[src/rtl/rxto_pkg.sv]
// Shared mode encoding for the receive time-out detector.
package rxto_pkg;
    typedef enum logic [1:0] {
        MODE_WIRED  = 2'd0,
        MODE_HSIR   = 2'd1,
        MODE_REMOTE = 2'd2,
        MODE_RSVD   = 2'd3
    } rx_mode_e;
endpackage

[src/rtl/sat_timer.sv]
// Saturating event counter.
// Counts tick pulses up to LIMIT and holds there. A restart forces zero
// and takes precedence over a tick in the same cycle.
// Assumes tick and restart are single-cycle qualified strobes.
module sat_timer #(
    parameter int LIMIT = 64,
    localparam int W = $clog2(LIMIT + 1)
) (
    input  logic         clk,
    input  logic         rst_n,
    input  logic         tick,
    input  logic         restart,
    output logic [W-1:0] cnt
);
    localparam logic [W-1:0] LIM = W'(LIMIT);

    // Count ticks, restart to zero, saturate at the limit.
    always_ff @(posedge clk) begin
        if (!rst_n || restart)
            cnt <= '0;
        else if (tick && cnt != LIM)
            cnt <= cnt + 1'b1;
    end

    AST_CNT_BOUND: assert property (@(posedge clk) disable iff (!rst_n)
        cnt <= LIM) else $error("count above limit");
    AST_SAT_HOLD: assert property (@(posedge clk) disable iff (!rst_n)
        (cnt == LIM && !restart) |=> cnt == LIM) else $error("saturated count moved");
endmodule

[src/rtl/to_flag.sv]
// Sticky flag: set by a condition, cleared by a read strobe.
// Clear has priority over set in the same cycle.
module to_flag (
    input  logic clk,
    input  logic rst_n,
    input  logic set,
    input  logic clr,
    output logic q
);
    // Hold the flag until the clearing read arrives.
    always_ff @(posedge clk) begin
        if (!rst_n || clr)
            q <= 1'b0;
        else if (set)
            q <= 1'b1;
    end
endmodule

[src/rtl/rx_timeout_detector.sv]
// Receive and status FIFO time-out detector.
// Runs saturating timers since the last push, the last data pop, the last
// status pop, in character ticks, and over receiver-idle time, then combines
// them by mode into sticky time-out flags.
// Assumes SHORT_US <= LONG_US and that ticks come from free-running dividers.
module rx_timeout_detector
    import rxto_pkg::*;
#(
    parameter int LVL_W      = 6,
    parameter int ST_W       = 4,
    parameter int SHORT_US   = 64,
    parameter int LONG_US    = 1000,
    parameter int CHAR_LIMIT = 4
) (
    input  logic             clk,
    input  logic             rst_n,
    input  logic [1:0]       mode,
    input  logic [LVL_W-1:0] rx_level,
    input  logic [LVL_W-1:0] rx_thresh,
    input  logic [ST_W-1:0]  st_level,
    input  logic             rx_push,
    input  logic             rx_pop,
    input  logic             st_pop,
    input  logic             rx_active,
    input  logic             char_tick,
    input  logic             us_tick,
    output logic             rx_timeout,
    output logic             st_timeout,
    output logic             rx_below_thr
);
    localparam int LW = $clog2(LONG_US + 1);
    localparam int SW = $clog2(SHORT_US + 1);
    localparam int CW = $clog2(CHAR_LIMIT + 1);
    localparam logic [LW-1:0] LONG_L  = LW'(LONG_US);
    localparam logic [LW-1:0] SHORT_L = LW'(SHORT_US);
    localparam logic [SW-1:0] SHORT_S = SW'(SHORT_US);
    localparam logic [CW-1:0] CHAR_C  = CW'(CHAR_LIMIT);

    rx_mode_e mode_e;
    assign mode_e = rx_mode_e'(mode);

    logic [LW-1:0] us_since_push;
    logic [SW-1:0] us_since_pop;
    logic [LW-1:0] us_since_stpop;
    logic [SW-1:0] us_idle;
    logic [CW-1:0] ch_since_push;
    logic [CW-1:0] ch_since_pop;

    sat_timer #(.LIMIT(LONG_US)) i_push_us (
        .clk(clk), .rst_n(rst_n), .tick(us_tick), .restart(rx_push), .cnt(us_since_push));
    sat_timer #(.LIMIT(SHORT_US)) i_pop_us (
        .clk(clk), .rst_n(rst_n), .tick(us_tick), .restart(rx_pop), .cnt(us_since_pop));
    sat_timer #(.LIMIT(LONG_US)) i_stpop_us (
        .clk(clk), .rst_n(rst_n), .tick(us_tick), .restart(st_pop), .cnt(us_since_stpop));
    sat_timer #(.LIMIT(SHORT_US)) i_idle_us (
        .clk(clk), .rst_n(rst_n), .tick(us_tick), .restart(rx_active), .cnt(us_idle));
    sat_timer #(.LIMIT(CHAR_LIMIT)) i_push_ch (
        .clk(clk), .rst_n(rst_n), .tick(char_tick), .restart(rx_push), .cnt(ch_since_push));
    sat_timer #(.LIMIT(CHAR_LIMIT)) i_pop_ch (
        .clk(clk), .rst_n(rst_n), .tick(char_tick), .restart(rx_pop), .cnt(ch_since_pop));

    logic rx_has_data, st_has_data;
    logic push_short_ok, pop_short_ok, idle_ok, char_ok, long_ok;
    logic rx_set, st_set, below_set;

    // Per-window expiry terms derived from the timer counts.
    always_comb begin
        rx_has_data   = (rx_level != '0);
        st_has_data   = (st_level != '0);
        push_short_ok = (us_since_push >= SHORT_L);
        pop_short_ok  = (us_since_pop == SHORT_S);
        idle_ok       = (us_idle == SHORT_S) && !rx_active;
        char_ok       = (ch_since_push == CHAR_C) && (ch_since_pop == CHAR_C);
        long_ok       = (us_since_push == LONG_L) && (us_since_stpop == LONG_L);
    end

    // Select the receive set condition by operating mode.
    always_comb begin
        case (mode_e)
            MODE_WIRED:  rx_set = rx_has_data && char_ok;
            MODE_HSIR:   rx_set = rx_has_data && push_short_ok && pop_short_ok;
            MODE_REMOTE: rx_set = rx_has_data && push_short_ok && pop_short_ok && idle_ok;
            default:     rx_set = 1'b0;
        endcase
        st_set    = (mode_e == MODE_HSIR) && st_has_data && long_ok;
        below_set = rx_set && !rx_timeout && (rx_level < rx_thresh);
    end

    to_flag i_rx_flag (
        .clk(clk), .rst_n(rst_n), .set(rx_set), .clr(rx_pop), .q(rx_timeout));
    to_flag i_st_flag (
        .clk(clk), .rst_n(rst_n), .set(st_set), .clr(st_pop), .q(st_timeout));
    to_flag i_below_flag (
        .clk(clk), .rst_n(rst_n), .set(below_set), .clr(rx_pop), .q(rx_below_thr));

    AST_RX_STICKY: assert property (@(posedge clk) disable iff (!rst_n)
        (rx_timeout && !rx_pop) |=> rx_timeout) else $error("rx flag dropped");
    AST_ST_STICKY: assert property (@(posedge clk) disable iff (!rst_n)
        (st_timeout && !st_pop) |=> st_timeout) else $error("st flag dropped");
    AST_POP_WINS: assert property (@(posedge clk) disable iff (!rst_n)
        rx_pop |=> !rx_timeout) else $error("rx flag survived pop");
    AST_ST_HSIR_ONLY: assert property (@(posedge clk) disable iff (!rst_n)
        $rose(st_timeout) |-> $past(mode) == MODE_HSIR) else $error("st flag outside high-speed mode");
    AST_REMOTE_ACTIVE: assert property (@(posedge clk) disable iff (!rst_n)
        $rose(rx_timeout) |-> !($past(mode) == MODE_REMOTE && $past(rx_active)))
        else $error("remote time-out while active");
    AST_NO_EMPTY_TO: assert property (@(posedge clk) disable iff (!rst_n)
        $rose(rx_timeout) |-> $past(rx_level) != '0) else $error("time-out on empty FIFO");
    AST_BELOW_WITH_TO: assert property (@(posedge clk) disable iff (!rst_n)
        rx_below_thr |-> rx_timeout) else $error("below flag without time-out");
endmodule

[config.mk]
export PLATFORM = sky130hd
export DESIGN_NAME = rx_timeout_detector
export DESIGN_NICKNAME = d
export VERILOG_FILES = /design/src/rtl/rxto_pkg.sv /design/src/rtl/sat_timer.sv /design/src/rtl/to_flag.sv /design/src/rtl/rx_timeout_detector.sv
export SDC_FILE = /design/constraint.sdc
export NUM_CORES = 1
export LEC_CHECK = 0
export BUFFER_PORTS_ARGS = -buffer_cell sky130_fd_sc_hd__buf_2
export CAP_MARGIN = 0
export CORE_AREA = 10 10 82 84
export DETAILED_ROUTE_END_ITERATION = 8
export DIE_AREA = 0 0 92 94
export PLACE_DENSITY = 0.85
export SETUP_SLACK_MARGIN = 0.5
export SYNTH_ARGS = -nofsm -noshare
export SYNTH_HDL_FRONTEND = slang
export SYNTH_HIERARCHICAL = 1
export SYNTH_SLANG_ARGS = --single-unit
[constraint.sdc]
create_clock -name clk -period 1.6 [get_ports clk]
set_input_delay 0.32 -clock clk [delete_from_list [all_inputs] [get_ports clk]]
set_output_delay 0.32 -clock clk [all_outputs]
set_load 0.01 [all_outputs]
# Yosys cells after proc, flatten, opt, wreduce, memory -nomap -nowiden
# Index checks and enable logic that the tools add are counted.
classes:
  shifts: 0
  eq_ne: 14
  muxes: 1
  n_lt_le_gt_ge: 2
  div: 0
  n_reduce_logical: 27
  bitwise_logic: 0
  multipliers: 0
  addsub: 6
ops:
  columns: ["op", "n"]
  rows:
  - ["10-bit by 1-bit adder with 10-bit output, second input constant", 2]
  - ["10-bit == test, second input constant", 2]
  - ["10-bit inequality test, second input constant", 2]
  - ["1-bit logical AND", 17]
  - ["7-bit by 1-bit adder with 7-bit output, second input constant", 2]
  - ["7-bit == test, second input constant", 2]
  - ["7-bit inequality test, second input constant", 2]
  - ["10-bit by 7-bit >= comparator with 1-bit output, second input constant", 1]
  - ["3-bit by 1-bit adder with 3-bit output, second input constant", 2]
  - ["3-bit == test, second input constant", 2]
  - ["6-bit < comparator", 1]
  - ["3-bit inequality test, second input constant", 2]
  - ["6-bit nonzero test", 1]
  - ["1-bit logical OR", 4]
  - ["4-bit nonzero test", 1]
  - ["1-bit zero test", 3]
  - ["1-bit one-hot mux with 3 select lines", 1]
  - ["2-bit by 1-bit == test with 1-bit output, second input constant", 1]
  - ["2-bit == test, second input constant", 1]
  - ["2-bit zero test", 1]
word_totals:
  out_inout_bits: 3
  memories: 0
  ram_bits: 0
  romBits: 0
  latch_bits: 0
  wordCells: 59
  regBits: 43
  input_bits: 26

# Longest topological paths before layout
logic_depth:
  ltp_word: 7
  mapped_depth: 8
  depth_no_buf: 8

# Modules after synthesis
# Netlist, hierarchy kept.
modules_own_cells:
  columns: ["mod", "seq_area_each_um2", "area_per_inst_um2", "instances", "cells_each"]
  rows:
  - ["sat_timer (i_push_us ...)", 200.2, 584.3, 2, 67]
  - ["sat_timer (i_idle_us ...)", 140.1, 350.3, 2, 42]
  - ["sat_timer (i_pop_ch ...)", 60.1, 181.4, 2, 17]
  - ["rx_timeout_detector", 0.0, 317.8, 1, 42]
  - ["to_flag", 20.0, 36.3, 3, 3]

# Worst setup path before layout
# Ideal clock, no wire load.
synth_timing:
  path_type: "register to register"
  start: "reg i_push_us.cnt[3]"
  end: "reg i_st_flag.q"
  arrival_time_ns: 1.673
  period_less_slack_ns: 1.745
  path_stages_with_launch: 7
  required_time_ns: 1.528
  path_buffers: 0
  path_slack_ns: -0.145
  setup_ns: 0.072
  path_cell_list: "dfxtp_1 > or4b_4 > nor4_2 > nand4_1 > nor4_2 > nor2_1 > nor3b_2"
synth_between:
  elab_chain_len: 3
synth_rtl:
  columns: ["element", "line", "rtl"]
  rows:
  - ["from (decl)", "sat_timer.sv:13", "output logic [W-1:0] cnt"]
  - ["from (signal assigned)", "sat_timer.sv:22", "cnt <= cnt + 1'b1;"]
  - ["10-bit == test", "rx_timeout_detector.sv:74", "long_ok = (us_since_push == LONG_L) && (us_since_stpop == LONG_L);"]
  - ["1-bit logical AND", "rx_timeout_detector.sv:74", null]
  - ["1-bit logical AND", "rx_timeout_detector.sv:85", "st_set = (mode_e == MODE_HSIR) && st_has_data && long_ok;"]
  - ["via st_set", "rx_timeout_detector.sv:64", "logic rx_set, st_set, below_set;"]
  - ["to (signal assigned)", "to_flag.sv:13", "q <= 1'b0;"]
  - ["to (signal assigned)", "to_flag.sv:15", "q <= 1'b1;"]
  - ["to (decl)", "to_flag.sv:8", "output logic q"]
# The timed path passes the listed nets, and every way through them passes these cells.
# A chain may end at the register's enable or synchronous reset.

# Final worst setup path
layout_timing:
  start: "reg i_push_us.cnt[1]"
  end: "reg i_st_flag.q"
# Same word-level chain as after synthesis.

==> results.md <==
- Outcome: finished with violations
- Failing checks: setup timing
- Cts hold-fix bufs: 0
- Drt total wl: 9.571 mm
- Pwr Total: around 2.3 mW
- Crit path max fanout: 2
- Pint: 1.672 mW
- Initial Utilization: 52.39%
- Register area share after synthesis: 32.38%
- Slew Viols, Final: 0
- WL/cell: 20.72 um
- Highest-count cells in the layout ignoring fill and taps: buf_4 (37), buf_2 (26), dfxtp_4 (21)
- Mean Syn Cell Area: 8.775 um2
- Layout Skew: 0.007982 ns
- Cell leakage power: 1.530 nW
- Total track usage: 19.01%
- Endpoint type of the worst setup path: flop
- Largest net degree at the start of global routing: 26
- Routability cong.: 0.8959
- Hold Startpoint: st_pop
- Io pins: 29
- Remaining Overflow, GRT: 0
- R2r worst-path depth: 6
- Crit start category: flop
- Vias in the first global route: 2902
- Most common cell after layout, fill and taps aside: buf_4
- Synth area leader: dfxtp_1
- Critical path class: reg2reg
- Final #Nets: 434
- Seq cells post-synth: 43
- Row count: 26
- R2r endpoint: i_st_flag/q$_SDFFE_PP0P_
- Sequential cell area: 955.9 um2
- Power share of the sequential group: 47.1%
- Critical-path cell list: or4b_4, nor4_4, nand4_1, nor4_2, nor2_1, nor3b_2
- Hold WC Path Type: in2reg
- # diodes: 0
- VDD IR max: 0.4216 mV
- Post-synth EDFFs: 0
- Net count after synthesis: 346
- Vias: 2967
- Setup tns final: -0.1193 ns
- Clock Tree Buf Depth: 2
- Worst Hold Endpoint: i_st_flag/q$_SDFFE_PP0P_
- Sinks on the clock net: 43
- Async set or reset register ratio after synthesis: 0%
- Critical Path RT: 1.83 ns
- Tmin final: 1.719 ns
- RSZ-0062 raised after global routing: true
- Final Cycle Share: 107.5%
- Vias per cell: 6.422
- Initial antenna violation count: 0
- Post-Synthesis Cell Area: between 0.002 and 0.003 mm2
- Hold Vio Cnt, Final: 0
- Area share of the largest cell type after synthesis: 32.38%
- Worst hold path cell count: 2
- Clock share of power: 36.8%
- FF-to-FF setup slack: -0.12 ns
- Post-synth top flop: dfxtp_1
- Detailed Place HPWL: 4.872 mm
- Area of the die: 0.008648 mm2
- Buffers & Inverters on Critical Path: 0
- Setup slack after layout: -0.1193 ns
- Switching Share: around 28%
- DRC Markers: 0
- Area occupied by multi-input gates: between 0.002 and 0.0025 mm2
- PwrDens: between 500 and 600 mW/mm2
- Area Overhead vs Synth: 55.39%
- Ratio of cells with drive above 1 in the final layout: a little over half
- Core ar.: 0.005075 mm2
- Global-route wire length before repair: 13.75 mm
- First DRT Iteration DRCs: 259
- Worst slew pin tran: 0.4588 ns
- Reg clk slew, reported paths: 0.08 ns
- H-tree depth: 2
- Net load switching power: between 600 and 700 uW
- Clk_lat worst skew: 0.31 ns
- CP arrival: 1.95 ns
- CP max-delay cell: or4b_4
- Kind of cell adding the most delay to the critical path: simple AND/OR/NAND/NOR gates
- Max stage delay on crit path: 0.54 ns
- Total of max-cap violations: 0
- Netlist cell types: 48
- IO Port Bufs: 28
- ANT nets after route: 0
- Setup violators final: 1
- CTS Buf Count: 5
- CTS tree: built
- Comb pwr share: 16.0%
- DR pass1 iterations: 5
- Gate Count Post-Synth: a little over 300
- Clk root buf: clkbuf_8
- Top post-synthesis cells by area: dfxtp_1 (32%), ha_1 (8.0%), inv_1 (4.1%), mux2i_1 (3.8%), nand2_1 (3.4%)
- Maximum clock frequency: about 580 MHz
- Die X: 92 um
- Fillcell total: 265
- Yosys Warn Count: 6
- RR Startpoint: i_push_us/cnt[1]$_SDFFE_PP0P_
- Max_slew headroom: between 60% and 70%
- Die height: 94 um
==> routing by layer <==
| metal | global-route usage [%] | up-vias | routed length (um) |
|---|---|---|---|
| met5 | 0 | - | 0 |
| met4 | 5.398 | 0 | 522 |
| met3 | 3.357 | 62 | 486 |
| met2 | 37.59 | 153 | 5161 |
| met1 | 19.85 | 1436 | 3400 |
| li1 | - | 1316 | - |
==> area by class of cell <==
type / instances / share of cell area (%)
clock buffer: 7 / 2.604
inverter: 29 / 2.998
sequential: 43 / 23.14
clock inverter: 1 / 0.1211
timing repair buffer: 83 / 15.32
multi-input combinational: 229 / 53.69
tap: 70 / 2.120
==> registers in the layout, indices dropped and copies added (netlist names) <==
signal,flops
i_st_flag/q,1
i_rx_flag/q,1
i_idle_us/cnt,7
i_below_flag/q,1
i_push_us/cnt,10
i_push_ch/cnt,3
i_pop_us/cnt,7
i_stpop_us/cnt,10
i_pop_ch/cnt,3
==> power by group through the flow <==
stage	registers [mW]	clock network, mW	logic, mW
3_3_place_gp	1.12	0	0.236
6_report	1.09	0.852	0.371
2_1_floorplan	1.12	0	0.130
4_1_cts	1.09	0.842	0.306
5_1_grt	1.09	0.900	0.401
3_5_place_dp	1.12	0	0.248
==> synthesized netlist by cell type, types with 6 or more instances <==
cell type,number
a21oi_1,16
dfxtp_1,43
ha_1,17
inv_1,29
mux2i_1,10
nand2_1,24
nand2b_1,8
nand3_1,9
nand3b_1,6
nand4_1,14
nor2_1,16
o21ai_0,10
or3_1,6
xor2_1,8
==> worst max-delay path by stage <==
stage	from	to	slack (ns)	depth (start not counted)
after floorplan	i_push_us/cnt[1]$_SDFFE_PP0P_	i_st_flag/q$_SDFFE_PP0P_	0.02	6
after global placement	i_push_us/cnt[0]$_SDFFE_PP0P_	i_st_flag/q$_SDFFE_PP0P_	0.02	6
after detailed placement	i_push_us/cnt[1]$_SDFFE_PP0P_	i_st_flag/q$_SDFFE_PP0P_	-0.05	6
after CTS	i_push_us/cnt[1]$_SDFFE_PP0P_	i_st_flag/q$_SDFFE_PP0P_	-0.06	6
after global routing	i_push_us/cnt[1]$_SDFFE_PP0P_	i_st_flag/q$_SDFFE_PP0P_	-0.20	6
final	i_push_us/cnt[1]$_SDFFE_PP0P_	i_st_flag/q$_SDFFE_PP0P_	-0.12	6
==> logic make-up (layout without fill, tap and decap cells) <==
family	count (synthesis)	in the layout	synth area share [%]
AND/OR/NAND/NOR	139	139	35.29
multiplexers	10	10	3.765
AO/OA/AOI/OAI	55	55	13.55
XOR/XNOR	8	8	2.635
flip-flops	43	43	32.38
buffers and inverters	31	120	4.376
adder cells (fa/ha/maj)	17	17	8.000
==> timing repair <==
item | CTS | global route
setup buffers | 20 | 17
resized for setup | 86 | 50
hold endpoints to repair | 0 | 0
endpoints found under the setup margin | 39 | 44
pin swaps | 38 | 32
==> per-stage QoR <==
step	worst slack [ns]	hold WS [ns]	util, %	cells	area (um2)
2_1_floorplan	0.02125	0.3895	-	303	2805
3_3_place_gp	0.02459	0.4775	62.28	417	3161
3_5_place_dp	-0.04531	0.4859	62.28	417	3161
4_1_cts	-0.05920	0.2551	74.33	445	3772
5_1_grt	-0.2010	0.2699	81.41	462	4131
6_report	-0.1193	0.2709	81.41	462	4131
No activity file was read; power rests on OpenSTA's default activity.
